$ cat config.mk
export PLATFORM = sky130hd
export DESIGN_NAME = tiny_seq
export DESIGN_NICKNAME = d
export VERILOG_FILES = /design/src/rtl/tseq_pkg.sv /design/src/rtl/tseq_dec.sv /design/src/rtl/tseq_dram.sv /design/src/rtl/tseq_ctrl.sv /design/src/rtl/tiny_seq.sv
export SDC_FILE = /design/constraint.sdc
export NUM_CORES = 2
export LEC_CHECK = 0
export ABC_AREA = 1
export BUFFER_PORTS_ARGS = -buffer_cell sky130_fd_sc_hd__clkbuf_2
export CORE_MARGIN = 5
export CORE_UTILIZATION = 55
export CTS_CLUSTER_SIZE = 20
export DETAILED_ROUTE_END_ITERATION = 8
export PLACE_DENSITY = 0.77
export RECOVER_POWER = 50
export SKIP_LAST_GASP = 1
export SYNTH_ARGS = -nofsm -noshare
export SYNTH_HDL_FRONTEND = slang
export SYNTH_SLANG_ARGS = --single-unit
$ cat constraint.sdc
create_clock -name clk -period 9.9 [get_ports clk]
set_clock_uncertainty 0.1 [all_clocks]
set_input_delay 1.485 -clock clk [delete_from_list [all_inputs] [get_ports clk]]
set_output_delay 1.485 -clock clk [all_outputs]
set_load 0.01 [all_outputs]
$ cat src/rtl/tseq_pkg.sv
package tseq_pkg;

  localparam int PC_W = 16;
  localparam int DW   = 8;

  typedef enum logic [2:0] {
    CLS_NOP  = 3'd0,
    CLS_MOV  = 3'd1,
    CLS_PUSH = 3'd2,
    CLS_POP  = 3'd3,
    CLS_JUMP = 3'd4,
    CLS_ILL  = 3'd5
  } op_cls_e;

  // where a MOV takes its value from (or STORE: immediate into RAM)
  typedef enum logic [2:0] {
    SRC_NONE, SRC_IMM, SRC_DIR, SRC_REG, SRC_IND, SRC_STORE
  } src_e;

  typedef enum logic [2:0] {
    ST_OP, ST_DEC, ST_B1, ST_B2, ST_EXE
  } st_e;

  typedef struct packed {
    op_cls_e    cls;
    src_e       src;
    logic [1:0] len;
    logic [2:0] ridx;
  } dec_t;

  function automatic dec_t decode_op(input logic [DW-1:0] op);
    dec_t d;
    d.cls  = CLS_ILL;
    d.src  = SRC_NONE;
    d.len  = 2'd1;
    d.ridx = op[2:0];
    if (op == 8'h00) begin
      d.cls = CLS_NOP;
    end else if (op == 8'h74) begin
      d.cls = CLS_MOV; d.src = SRC_IMM; d.len = 2'd2;
    end else if (op == 8'hE5) begin
      d.cls = CLS_MOV; d.src = SRC_DIR; d.len = 2'd2;
    end else if (op == 8'h75) begin
      d.cls = CLS_MOV; d.src = SRC_STORE; d.len = 2'd3;
    end else if (op[7:1] == 7'b1110_011) begin
      d.cls = CLS_MOV; d.src = SRC_IND; d.ridx = {2'b00, op[0]};
    end else if (op[7:3] == 5'b11101) begin
      d.cls = CLS_MOV; d.src = SRC_REG;
    end else if (op == 8'hC0) begin
      d.cls = CLS_PUSH; d.len = 2'd2;
    end else if (op == 8'hD0) begin
      d.cls = CLS_POP; d.len = 2'd2;
    end else if (op == 8'hD2) begin
      d.cls = CLS_JUMP; d.len = 2'd2;
    end
    return d;
  endfunction

  // PC after completion: advance by length, then add signed offset for a jump
  function automatic logic [PC_W-1:0] step_pc(input logic [PC_W-1:0] pc,
                                               input logic [1:0]      len,
                                               input logic            jump,
                                               input logic [DW-1:0]   off);
    logic [PC_W-1:0] adv;
    adv = pc + PC_W'(len);
    if (jump) adv = adv + {{(PC_W-DW){off[DW-1]}}, off};
    return adv;
  endfunction

endpackage

$ cat src/rtl/tseq_dec.sv
module tseq_dec
  import tseq_pkg::*;
(
  input  logic [DW-1:0] op_i,
  output dec_t          dec_o
);

  assign dec_o = decode_op(op_i);

endmodule

$ cat src/rtl/tseq_dram.sv
module tseq_dram #(
  parameter int DEPTH = 128,
  localparam int AW   = $clog2(DEPTH)
) (
  input  logic          clk,
  input  logic          rst_n,
  input  logic          we_i,
  input  logic [AW-1:0] waddr_i,
  input  logic [7:0]    wdata_i,
  input  logic [AW-1:0] raddr_a_i,
  output logic [7:0]    rdata_a_o,
  input  logic [AW-1:0] raddr_b_i,
  output logic [7:0]    rdata_b_o
);

  logic [7:0] mem [DEPTH];

  always_ff @(posedge clk or negedge rst_n) begin
    if (!rst_n) begin
      for (int i = 0; i < DEPTH; i++) mem[i] <= 8'h00;
    end else if (we_i) begin
      mem[waddr_i] <= wdata_i;
    end
  end

  assign rdata_a_o = mem[raddr_a_i];
  assign rdata_b_o = mem[raddr_b_i];

endmodule

$ cat src/rtl/tseq_ctrl.sv
module tseq_ctrl
  import tseq_pkg::*;
#(
  parameter int          DEPTH   = 128,
  parameter logic [7:0]  SP_INIT = 8'h07,
  localparam int         AW      = $clog2(DEPTH)
) (
  input  logic            clk,
  input  logic            rst_n,
  output logic [PC_W-1:0] prog_addr_o,
  input  logic [DW-1:0]   prog_data_i,
  output logic [DW-1:0]   dec_op_o,
  input  dec_t            dec_i,
  output logic            wr_en_o,
  output logic [AW-1:0]   wr_addr_o,
  output logic [7:0]      wr_data_o,
  output logic [AW-1:0]   rd_a_addr_o,
  input  logic [7:0]      rd_a_data_i,
  output logic [AW-1:0]   rd_b_addr_o,
  input  logic [7:0]      rd_b_data_i,
  output logic [PC_W-1:0] pc_o,
  output logic [DW-1:0]   acc_o,
  output logic [2:0]      cls_o,
  output logic            ill_o,
  output logic            done_o
);

  st_e             state_q, state_d;
  logic [PC_W-1:0] pc_q;
  logic [DW-1:0]   acc_q, opc_q, b1_q, b2_q;
  logic [7:0]      sp_q;
  op_cls_e         cls_q;
  logic            ill_q, done_q;

  // named internal events
  logic            exe_now;
  logic            acc_load;
  logic [DW-1:0]   acc_val;
  logic [7:0]      sp_next;
  logic [PC_W-1:0] pc_new;

  assign exe_now  = (state_q == ST_EXE);
  assign dec_op_o = (state_q == ST_DEC) ? prog_data_i : opc_q;

  always_comb begin
    case (state_q)
      ST_DEC:  prog_addr_o = pc_q + PC_W'(1);
      ST_B1:   prog_addr_o = pc_q + PC_W'(2);
      default: prog_addr_o = pc_q;
    endcase
  end

  always_comb begin
    case (state_q)
      ST_OP:   state_d = ST_DEC;
      ST_DEC:  state_d = (dec_i.len == 2'd1) ? ST_EXE : ST_B1;
      ST_B1:   state_d = (dec_i.len == 2'd3) ? ST_B2 : ST_EXE;
      ST_B2:   state_d = ST_EXE;
      default: state_d = ST_OP;
    endcase
  end

  // RAM read addressing
  always_comb begin
    if (dec_i.cls == CLS_POP)
      rd_a_addr_o = sp_q[AW-1:0];
    else if (dec_i.cls == CLS_MOV && (dec_i.src == SRC_REG || dec_i.src == SRC_IND))
      rd_a_addr_o = AW'(dec_i.ridx);
    else
      rd_a_addr_o = b1_q[AW-1:0];
  end
  assign rd_b_addr_o = rd_a_data_i[AW-1:0];

  always_comb begin
    case (dec_i.src)
      SRC_DIR, SRC_REG: acc_val = rd_a_data_i;
      SRC_IND:          acc_val = rd_b_data_i;
      default:          acc_val = b1_q;
    endcase
  end
  assign acc_load = exe_now && dec_i.cls == CLS_MOV && dec_i.src != SRC_STORE;

  always_comb begin
    wr_en_o   = 1'b0;
    wr_addr_o = b1_q[AW-1:0];
    wr_data_o = rd_a_data_i;
    sp_next   = sp_q;
    if (exe_now) begin
      case (dec_i.cls)
        CLS_MOV: if (dec_i.src == SRC_STORE) begin
          wr_en_o   = 1'b1;
          wr_data_o = b2_q;
        end
        CLS_PUSH: begin
          sp_next   = sp_q + 8'd1;
          wr_en_o   = 1'b1;
          wr_addr_o = sp_next[AW-1:0];
        end
        CLS_POP: begin
          sp_next   = sp_q - 8'd1;
          wr_en_o   = 1'b1;
        end
        default: ;
      endcase
    end
  end

  assign pc_new = step_pc(pc_q, dec_i.len, dec_i.cls == CLS_JUMP, b1_q);

  always_ff @(posedge clk or negedge rst_n) begin
    if (!rst_n) begin
      state_q <= ST_OP;
      pc_q    <= '0;
      acc_q   <= '0;
      opc_q   <= '0;
      b1_q    <= '0;
      b2_q    <= '0;
      sp_q    <= SP_INIT;
      cls_q   <= CLS_NOP;
      ill_q   <= 1'b0;
      done_q  <= 1'b0;
    end else begin
      state_q <= state_d;
      done_q  <= exe_now;
      if (state_q == ST_DEC) opc_q <= prog_data_i;
      if (state_q == ST_B1)  b1_q  <= prog_data_i;
      if (state_q == ST_B2)  b2_q  <= prog_data_i;
      if (acc_load)          acc_q <= acc_val;
      if (exe_now) begin
        pc_q  <= pc_new;
        sp_q  <= sp_next;
        cls_q <= dec_i.cls;
        ill_q <= (dec_i.cls == CLS_ILL);
      end
    end
  end

  assign pc_o   = pc_q;
  assign acc_o  = acc_q;
  assign cls_o  = cls_q;
  assign ill_o  = ill_q;
  assign done_o = done_q;

  // completion pulse lasts one cycle
  p_done_single_r9: assert property (@(posedge clk) disable iff (!rst_n)
    done_q |=> !done_q);

  // PC moves only with a completion
  p_pc_hold_r2: assert property (@(posedge clk) disable iff (!rst_n)
    !done_q |-> $stable(pc_q));

  // an unknown opcode advances PC by exactly one
  p_illegal_len_r8: assert property (@(posedge clk) disable iff (!rst_n)
    (done_q && ill_q) |-> (pc_q == PC_W'($past(pc_q) + PC_W'(1))));

  // stack pointer steps by one per push or pop
  p_sp_step_r7: assert property (@(posedge clk) disable iff (!rst_n)
    (done_q && cls_q == CLS_PUSH) |-> (sp_q == 8'($past(sp_q) + 8'd1)));
  p_sp_pop_r7: assert property (@(posedge clk) disable iff (!rst_n)
    (done_q && cls_q == CLS_POP) |-> (sp_q == 8'($past(sp_q) - 8'd1)));

  // only moves touch the accumulator
  p_acc_hold_r8: assert property (@(posedge clk) disable iff (!rst_n)
    (done_q && cls_q != CLS_MOV) |-> (acc_q == $past(acc_q)));

endmodule

$ cat src/rtl/tiny_seq.sv
module tiny_seq
  import tseq_pkg::*;
#(
  parameter int         RAM_DEPTH = 128,
  parameter logic [7:0] SP_INIT   = 8'h07
) (
  input  logic         clk,
  input  logic         rst_n,
  output logic [15:0]  pmem_addr_o,
  input  logic [7:0]   pmem_data_i,
  output logic [15:0]  pc_o,
  output logic [7:0]   acc_o,
  output logic [2:0]   op_class_o,
  output logic         illegal_o,
  output logic         step_done_o
);

  localparam int AW = $clog2(RAM_DEPTH);

  logic [DW-1:0] dec_op;
  dec_t          dec;
  logic          we;
  logic [AW-1:0] waddr, raddr_a, raddr_b;
  logic [7:0]    wdata, rdata_a, rdata_b;

  tseq_dec u_dec (
    .op_i  (dec_op),
    .dec_o (dec)
  );

  tseq_dram #(.DEPTH(RAM_DEPTH)) u_ram (
    .clk       (clk),
    .rst_n     (rst_n),
    .we_i      (we),
    .waddr_i   (waddr),
    .wdata_i   (wdata),
    .raddr_a_i (raddr_a),
    .rdata_a_o (rdata_a),
    .raddr_b_i (raddr_b),
    .rdata_b_o (rdata_b)
  );

  tseq_ctrl #(.DEPTH(RAM_DEPTH), .SP_INIT(SP_INIT)) u_ctrl (
    .clk         (clk),
    .rst_n       (rst_n),
    .prog_addr_o (pmem_addr_o),
    .prog_data_i (pmem_data_i),
    .dec_op_o    (dec_op),
    .dec_i       (dec),
    .wr_en_o     (we),
    .wr_addr_o   (waddr),
    .wr_data_o   (wdata),
    .rd_a_addr_o (raddr_a),
    .rd_a_data_i (rdata_a),
    .rd_b_addr_o (raddr_b),
    .rd_b_data_i (rdata_b),
    .pc_o        (pc_o),
    .acc_o       (acc_o),
    .cls_o       (op_class_o),
    .ill_o       (illegal_o),
    .done_o      (step_done_o)
  );

endmodule

==> impl_metrics.csv <==
group,metric,value,unit
drt,drc,2,
job,max-cap-violations,7,
worst_setup_path,arrival,8.99,ns
drt,routed_via_density,6.60,
die,dieArea,120000,um^2
clock_network,cts_buffers,118,
synthesis,syn_inst,8677,
grt,antenna_found_initial,3,
grt,grt_pass1_wl,352000,um
clock_network,htreeDepth,3,
synthesis,synth_cell_types,49,
die,die_x,346,um
drt,routed_wl,228000,um
worst_setup_path,critPathKind,"reg -> reg",
synthesis,ys.flop_type,"dfrtp_1",
sta,slew_headroom,-1.92,
final_layout,synthToLayoutAreaGrowth,6.46,%
drt,routedWlPerCell,23.2,um
synthesis,synth_edf_count,0,
clock_network,cts_resized,0,
sta,period_share,0.860,
synthesis,avgSynthCellArea,7.15,um^2
die,die_h,346,um
drt,num_vias,64682,
synthesis,synth_common_cells,"nand2_1, nand3_1, dfrtp_1",
synthesis,yosys_register_bits,1087,
synthesis,yosys.cell_count.top_type,"nand2_1",
worst_setup_path,worstPathRequired,10.38,ns
die,num_rows,123,
clock_network,cts_hold_buf,0,
synthesis,yosysWarnings,0,
worst_setup_path,crit_fanout,100,
worst_setup_path,reg2reg_to,"u_ram.mem[712]$_DFFE_PN0P_",
sta,finalMaxSlewViolations,735,
run_status,violations,"design-rule violations, max-capacitance violations, max-slew violations",
final_layout,multi_input_area,31000,um^2
worst_hold_path,hold_depth,2,
die,io_pins,55,
worst_setup_path,worstRegToRegCells,23,
die,core,112000,um^2
synthesis,syn-num-nets,8710,
final_layout,num-fill-cells,10267,
grt,grt_pass1_vias,60007,
clock_network,cts_root_buf,"clkbuf_16",
synthesis,yosys.area.top_type,"dfrtp_1",
clock_network,tritoncts,"built",
clock_network,clkTransAtPathRegs,0.06,ns
final_layout,seq_area,27200,um^2
drt,drt_iter0_drc,11969,
worst_hold_path,hold_end,"u_ctrl.cls_o[2]$_DFFE_PN0P_",
final_layout,drive_gt1_frac,0.0471,
synthesis,synth_top_area_frac,0.437,
grt,grt.total_usage,0.366,
sta,setup_violations,0,
clock_network,postCtsSetupBuffers,0,
clock_network,cts_buffer_depth,3,
final_layout,fin_nets,8238,
worst_hold_path,min_from,"u_ctrl.cls_o[2]$_DFFE_PN0P_",
worst_setup_path,crit_path_start,"u_ctrl.state_q[1]$_DFF_PN0_",
sta,grt_setup_unrepaired,"no",
drt,drt-pass1-iter-count,9,
synthesis,synthArstFlopShare,1.00,
sta,fmax,117,MHz
worst_setup_path,worst_setup_path_end_kind,"flip-flop",
die,initial_utilization,0.553,
synthesis,synthTopCellsByArea,"dfrtp_1, nand3_1, nand2_1",
placed_design,io_buffers,54,
worst_setup_path,r2r_slack,1.39,ns
sta,worst_slew_pin_slew,4.39,ns
worst_setup_path,reg2reg_from,"u_ctrl.state_q[1]$_DFF_PN0_",
synthesis,yosysSeqAreaShare,0.439,
run_status,outcome,"finished with violations",
clock_network,cts.sinks,1087,
sta,min_period,8.51,ns
worst_hold_path,hold_path_class,"reg -> reg",
synthesis,syn_area,62000,um^2
placed_design,place.gp.congestion,0.997,
clock_network,insertion_delay,0.75,ns
sta,hold_violations,0,
sta,setup_tns,0,ns
placed_design,hpwl,128000,um
drt,detail-route-antenna-nets,0,
grt,overflow,0,
grt,grt_max_degree,171,
worst_setup_path,startpoint_type,"flip-flop",
-- per-stage QoR --
step	util	instances	setup slack, ns	hold WS, ns	cell area, um^2
2_1_floorplan	-	8677	3.97	0.348	62000
3_3_place_gp	0.554	9585	1.79	0.363	62100
3_5_place_dp	0.554	9585	1.65	0.378	62100
4_1_cts	0.590	9803	2.35	0.393	66200
5_1_grt	0.588	9803	1.06	0.425	66000
6_report	0.588	9805	1.39	0.390	66000
-- cell type report --
cell class | instances | area share
Multi-Input combinational cell | 6697 | 0.469
Sequential cell | 1087 | 0.412
Clock buffer | 178 | 0.0531
Tap cell | 1500 | 0.0284
Timing Repair Buffer | 166 | 0.0210
Inverter | 135 | 0.00823
Clock inverter | 40 | 0.00802
Antenna cell | 2 | 0.0000758
-- flip-flops by register name, summed over array words and instances, names as in the netlist --
name and count:
u_ctrl.ill_o 1, u_ctrl.cls_o 3, u_ctrl.sp_q 7, u_ctrl.b1_q 8, u_ctrl.acc_o 8, u_ctrl.state_q 3, u_ctrl.b2_q 8, u_ctrl.pc_o 16
u_ctrl.done_o 1, u_ctrl.opc_q 8, u_ram.mem 1024
-- layout by cell type (no fill, tap or decap), types with 4 or more instances in the layout --
cell,netlist,layout
o21ai_4,0,14
buf_4,45,77
nand2_1,2784,2783
nand4_1,9,9
clkbuf_16,0,118
inv_2,12,9
nand3_1,2408,2409
inv_1,121,119
a32o_1,23,23
mux2_2,5,5
o21ai_1,47,43
nor3_1,21,19
clkinv_2,0,17
nor2_2,3,9
o21a_1,6,6
nor2_1,92,87
clkbuf_2,0,27
o22ai_1,4,4
a221oi_1,7,7
dfrtp_1,1084,1084
inv_6,0,6
buf_12,0,27
nand2_2,11,9
a21oi_1,92,91
o211ai_1,52,52
a22oi_1,7,7
bufinv_16,0,10
clkbuf_8,0,33
xor2_1,35,35
o21ai_0,1028,1021
o221ai_1,5,5
ha_1,21,21
clkbuf_1,334,62
-- critical path, cell delays in order (launching register included) --
cell,delay [ns]
dfrtp_1,0.42
inv_1,0.22
nand3_1,0.57
o21ai_0,0.56
nand2_1,0.12
nor2_1,0.20
nand2_2,0.36
nand3_1,0.29
o21ai_4,0.14
inv_8,0.63
buf_4,0.44
nand3_1,0.14
nand3_1,0.09
nand3_1,0.09
nand3_1,0.11
nand3_1,0.20
nand3_4,0.46
nand2_8,0.54
inv_6,0.73
buf_4,0.46
nand2_1,0.16
o21ai_4,0.24
buf_4,0.61
o21ai_0,0.20
-- metal layers --
metal | vias up | track usage | part of all wire
met5 | - | 0 | 0.00012
met4 | 4 | 0.206 | 0.063
met3 | 1016 | 0.116 | 0.15
met2 | 5091 | 0.528 | 0.42
met1 | 30187 | 0.490 | 0.37
li1 | 28384 | - | -
-- logic make-up after synthesis --
group                    after synthesis  share of synthesized area
AND/OR/NAND/NOR                     5341                      0.374
AO/OA/AOI/OAI                       1288                      0.110
flip-flops                          1087                      0.439
buffers and inverters                893                     0.0654
XOR/XNOR                              38                    0.00537
adder cells (fa/ha/maj)               23                    0.00488
multiplexers                           7                    0.00123
-- worst max path at each step --
stage          slack (ns)  cells after the start                           to
6_report             1.39                     23   u_ram.mem[712]$_DFFE_PN0P_
3_3_place_gp         1.79                     25   u_ram.mem[736]$_DFFE_PN0P_
3_5_place_dp         1.65                     25   u_ram.mem[712]$_DFFE_PN0P_
2_1_floorplan        3.97                     36  u_ctrl.pc_o[15]$_DFFE_PN0P_
4_1_cts              2.35                     25   u_ram.mem[712]$_DFFE_PN0P_
5_1_grt              1.06                     23   u_ram.mem[712]$_DFFE_PN0P_
Power is not shown: default switching activity piles up to over one toggle a cycle in this logic, so the estimate is an artifact.
